<file path="src/rtl/usb_ferr_pkg.sv">
package usb_ferr_pkg;

    typedef enum logic [1:0] {
        CPL_OK     = 2'b00,
        CPL_MABORT = 2'b01,
        CPL_TABORT = 2'b10,
        CPL_RSVD   = 2'b11
    } cpl_sts_e;

    typedef enum logic [1:0] {
        HC_RUN   = 2'b00,
        HC_DRAIN = 2'b01,
        HC_STOP  = 2'b10
    } halt_st_e;

    localparam int STS_W = 4;

    typedef struct packed {
        logic sse;
        logic rta;
        logic rma;
        logic hse;
    } err_sts_t;

    function automatic logic is_abort(cpl_sts_e s);
        return (s == CPL_MABORT) || (s == CPL_TABORT);
    endfunction

endpackage

</file>
<file path="src/rtl/ferr_sts_bits.sv">
module ferr_sts_bits #(
    parameter int W = 4
) (
    input  logic         clk,
    input  logic         rst,
    input  logic [W-1:0] set_i,
    input  logic [W-1:0] clr_i,
    output logic [W-1:0] q_o
);
    for (genvar k = 0; k < W; k++) begin : g_bit
        logic bit_q;
        always_ff @(posedge clk) begin
            if (rst)
                bit_q <= 1'b0;
            else if (set_i[k])
                bit_q <= 1'b1;
            else if (clr_i[k])
                bit_q <= 1'b0;
        end
        assign q_o[k] = bit_q;

        p_set_wins_r9: assert property (@(posedge clk) disable iff (rst)
            set_i[k] |=> q_o[k]);
        p_hold_r9: assert property (@(posedge clk) disable iff (rst)
            (!set_i[k] && !clr_i[k]) |=> $stable(q_o[k]));
    end
endmodule

</file>
<file path="src/rtl/ferr_halt_fsm.sv">
module ferr_halt_fsm
    import usb_ferr_pkg::*;
(
    input  logic clk,
    input  logic rst,
    input  logic abort_i,
    input  logic busy_i,
    input  logic done_i,
    output logic halt_o
);
    halt_st_e st_q, st_d;

    always_comb begin
        st_d = st_q;
        case (st_q)
            HC_RUN:   if (abort_i) st_d = (!busy_i || done_i) ? HC_STOP : HC_DRAIN;
            HC_DRAIN: if (done_i)  st_d = HC_STOP;
            HC_STOP:  st_d = HC_STOP;
            default:  st_d = HC_STOP;
        endcase
    end

    always_ff @(posedge clk) begin
        if (rst) st_q <= HC_RUN;
        else     st_q <= st_d;
    end

    assign halt_o = (st_q == HC_STOP);

    p_halt_sticky_r8: assert property (@(posedge clk) disable iff (rst)
        halt_o |=> halt_o);
    p_idle_abort_r6: assert property (@(posedge clk) disable iff (rst)
        (st_q == HC_RUN && abort_i && (!busy_i || done_i)) |=> halt_o);
    p_drain_done_r7: assert property (@(posedge clk) disable iff (rst)
        (st_q == HC_DRAIN && done_i) |=> halt_o);
    p_drain_wait_r7: assert property (@(posedge clk) disable iff (rst)
        (st_q == HC_DRAIN && !done_i) |=> !halt_o);
endmodule

</file>
<file path="src/rtl/usb_fatal_err_rpt.sv">
module usb_fatal_err_rpt
    import usb_ferr_pkg::*;
(
    input  logic       clk,
    input  logic       rst,
    input  logic       rd_cpl_valid,
    input  logic [1:0] rd_cpl_status,
    input  logic       xact_busy,
    input  logic       xact_done,
    input  logic       hse_irq_en,
    input  logic       serr_en,
    input  logic       sts_wr,
    input  logic [3:0] sts_wdata,
    output logic       host_err_sts,
    output logic       rcv_mabort,
    output logic       rcv_tabort,
    output logic       sig_serr,
    output logic       irq,
    output logic       dma_halt
);
    cpl_sts_e code;
    logic     abort;
    err_sts_t set_v, clr_v, sts_q;

    assign code  = cpl_sts_e'(rd_cpl_status);
    assign abort = rd_cpl_valid && is_abort(code);

    always_comb begin
        set_v     = '0;
        set_v.hse = abort;
        set_v.rma = rd_cpl_valid && (code == CPL_MABORT);
        set_v.rta = rd_cpl_valid && (code == CPL_TABORT);
        set_v.sse = abort && serr_en;
        clr_v     = sts_wr ? err_sts_t'(sts_wdata) : '0;
    end

    ferr_sts_bits #(.W(STS_W)) u_sts (
        .clk   (clk),
        .rst   (rst),
        .set_i (set_v),
        .clr_i (clr_v),
        .q_o   (sts_q)
    );

    ferr_halt_fsm u_halt (
        .clk     (clk),
        .rst     (rst),
        .abort_i (abort),
        .busy_i  (xact_busy),
        .done_i  (xact_done),
        .halt_o  (dma_halt)
    );

    assign host_err_sts = sts_q.hse;
    assign rcv_mabort   = sts_q.rma;
    assign rcv_tabort   = sts_q.rta;
    assign sig_serr     = sts_q.sse;
    assign irq          = sts_q.hse && hse_irq_en;

    p_normal_quiet_r1: assert property (@(posedge clk) disable iff (rst)
        (!abort && !sts_wr) |=> $stable({host_err_sts, rcv_mabort, rcv_tabort, sig_serr}));
    p_abort_sets_r2: assert property (@(posedge clk) disable iff (rst)
        abort |=> host_err_sts);
    p_serr_gate_r4: assert property (@(posedge clk) disable iff (rst)
        (abort && !serr_en && !sig_serr) |=> !sig_serr);
    p_type_split_r3: assert property (@(posedge clk) disable iff (rst)
        (rd_cpl_valid && code == CPL_MABORT && !rcv_tabort) |=> !rcv_tabort);
endmodule

</file>
<file path="config.mk">
export PLATFORM = sky130hd
export DESIGN_NAME = usb_fatal_err_rpt
export DESIGN_NICKNAME = d
export VERILOG_FILES = /design/src/rtl/usb_ferr_pkg.sv /design/src/rtl/ferr_sts_bits.sv /design/src/rtl/ferr_halt_fsm.sv /design/src/rtl/usb_fatal_err_rpt.sv
export SDC_FILE = /design/constraint.sdc
export NUM_CORES = 1
export LEC_CHECK = 0
export BUFFER_PORTS_ARGS = -buffer_cell sky130_fd_sc_hd__buf_2
export CAP_MARGIN = 20
export CELL_PAD_IN_SITES_DETAIL_PLACEMENT = 0
export CELL_PAD_IN_SITES_GLOBAL_PLACEMENT = 1
export CORE_AREA = 2 2 39 41
export DETAILED_ROUTE_END_ITERATION = 8
export DIE_AREA = 0 0 41 43
export PLACE_DENSITY = 0.69
export SYNTH_ARGS = -nofsm -noshare
export SYNTH_HDL_FRONTEND = slang
export SYNTH_SLANG_ARGS = --single-unit
</file>
<file path="constraint.sdc">
create_clock -name clk -period 1 [get_ports clk]
set_input_delay 0.05 -clock clk [delete_from_list [all_inputs] [get_ports clk]]
set_output_delay 0.05 -clock clk [all_outputs]
set_load 0.03 [all_outputs]
</file>
==> impl_results.md <==
* Status: completed
* DR WL/cell at around 8.9 um
* Port Buffers at 19
* Max transition margin at a little over four fifths
* Post-route ant nets at 0
* Placement Setup Slack at -94.0 ps
* Area delta synth->final at 53.2%
* Setup violations, final at 0
* TritonCTS Buffers at 3
* Average cell area after synthesis at between 9 and 10 um2
* P_int at 0.000452 W
* Antenna Cells at 0
* Critical path type: reg -> out
* P per Cell Area at 1350 mW/mm2
* Remaining DRCs at 0
* DRT iter0 DRCs at 4
* Fin. Hold Viols at 0
* Commonest non-fill, non-tap cell in the layout: buf_2
* Worst-case clock buffer depth at 2
* Syn. warnings at 0
* Clock Skew at 2.45 ps
* Die W at 41 um
* Vias in the first global route at 231
* Clock network power share at 36.0%
* Avg Vias per Cell at approximately 4.3
* Global-route wire length before repair at 917 um
* Critical path buffers and inverters at 2
* Cell Area, Synth at 297 um2
* Crit path max-delay family: flip-flops
* Top-area cell type share of the netlist area at 40.5%
* HPWL Detailed at 530 um
* Max-slew violations at 0
* Most frequent cells in the layout: buf_2 (18), dfxtp_1 (6), inv_1 (4), a21bo_2 (4), a21oi_1 (4)
* Final worst setup slack at 11.2 ps
* Die Span Y at 43 um
* Pin count of the biggest net entering global routing at 7
* Total gr overflow at 0
* DIE AREA at 0.00176 mm2
* Cells after DPL at 67
* Sink Count at 6
* Part of the power in registers at 42.7%
* Initial antenna violation count at 0
* Period minus WS final at 989 ps
* Yosys top cell by area: dfxtp_1
* Comb pwr share at 21.3%
* Root cell of the clock tree: clkbuf_4
* CP Launch Type: flip-flop
* Top Ports at 20
* Clock latency on the worst-skew pair at 240 ps
* GPL Wtd Cong at approximately 0.76
* Yosys reg bits at 6
* Unrepaired setup endpoints after global routing: yes
* Initial DRT Pass Iterations at 4
* # nets final at 73
* Critical Path Fanout Max at 3
* # rows at 14
* Mapped Nets at 47
* H-tree depth at 1
* Share of layout cells above drive strength 1 at 52.7%
* Switch share at 26.2%
* Routed WL at ~630 um
* Req. time, crit path at 950 ps
* Seq/Total Area, Yosys at about two fifths
* Crit path cell chain: inv_1 > nor2_1 > buf_4
* Worst Hold Class: in -> reg
* CTS tree: yes
* Crit end category: output pin
* Max rail drop VDD at roughly 0.38 mV
* CTS clk-pin slew, worst paths at 50 ps
* Critical Path AT at around 940 ps
* Core Area at 0.00138 mm2
* Period utilization at approximately 100%
* Net Switching at around 0.00016 W
* Slowest CP cell: dfxtp_1
* Fmax at 1010 MHz
* Worst Max-Slew Pin Slew at 237 ps
* MaxCap Viol Count at 0
* Cells after synthesis at 31
* Top cells by area, synth: dfxtp_1 (41%), a21bo_2 (14%), ha_1 (8.4%)
* Tot GR Track Use at slightly below 8%
* Leakage power at 0.223 nW
* Crit-path max cell delay at around 370 ps
* Fin cells at 71
* Routed vias at just over 300
* Final core occ at roughly 33%
* Yosys cell types at 13
* Initial core utilization at 21.4%
## final cells by class
cell class | count | area [um2]
fillers | 146 | 930
multi-input cells | 21 | 161
flip-flops and latches | 6 | 120
repair buffers | 21 | 115
clock buffers | 3 | 22.5
well taps | 16 | 20.0
inverters | 4 | 15.0
## timing repair
action,CTS,global route
pin swaps,0,0
gates resized for setup,1,0
buffers inserted,0,0
hold buffers,1,0
endpoints found under the setup margin,1,2
hold endpoints to repair,1,0
## registers in the layout, indices dropped and copies added, names as in the netlist
register,cells
u_halt.st_q,2
u_sts.g_bit.bit_q,4
## metrics by stage
step           hold WS, ps  power, W  instance area, um2  TNS, ps
2_1_floorplan          119  0.000336                 297        0
3_3_place_gp           243  0.000393                 419    -71.9
3_5_place_dp           250  0.000393                 419     -105
4_1_cts               51.9  0.000626                 454        0
5_1_grt               70.3  0.000655                 454     -101
6_report              60.4  0.000612                 454        0
## worst reg2reg max path, delay by kind of cell (launching register included)
kind	cells	cell delay, ps
compound gates	2	480
flops	1	330
## routing by layer
layer	share of wire (%)	GRT usage, %	wire (um)	vias up
met5	0	0	0	-
met4	1.9	8.00	12	0
met3	12	1.57	78	2
met2	43	11.3	274	18
met1	42	9.03	267	127
li1	-	-	-	156
## synthesized netlist by cell type (all sizes together)
| master | n |
|---|---|
| ha | 2 |
| and2 | 1 |
| nand3b | 2 |
| o21ba | 1 |
| a2111oi | 1 |
| nand2b | 1 |
| a221oi | 1 |
| a21bo | 4 |
| nor2 | 2 |
| inv | 4 |
| a21oi | 4 |
| dfxtp | 6 |
| nand2 | 2 |
## power by group through the flow
stage / Clock [W] / Combinational [W] / Sequential (W)
5_1_grt: 0.000246 / 0.000146 / 0.000263
3_5_place_dp: 0 / 0.000127 / 0.000266
6_report: 0.000220 / 0.000131 / 0.000261
2_1_floorplan: 0 / 0.0000530 / 0.000283
3_3_place_gp: 0 / 0.000127 / 0.000266
4_1_cts: 0.000232 / 0.000132 / 0.000262
## worst paths after layout
kind	startpoint	endpoint	slack (ps)	cells past startpoint
worst max-delay path	u_halt.st_q[1]	dma_halt	10	3
worst min-delay path	rst	u_halt.st_q[0]	60	2
worst max register to register	u_halt.st_q[0]	u_halt.st_q[1]	100	2
worst min register to register	u_halt.st_q[1]	u_halt.st_q[0]	470	1
## cell families (layout without fill, tap and decap cells)
group	count (synthesis)	in the layout	synth area share, %
AO/OA/AOI/OAI	11	11	31.6
AND/OR/NAND/NOR	8	8	14.3
flip-flops	6	6	40.5
buffers and inverters	4	28	5.06
adder cells (fa/ha/maj)	2	2	8.44
Note: power is estimated with default switching activity, not from simulation.
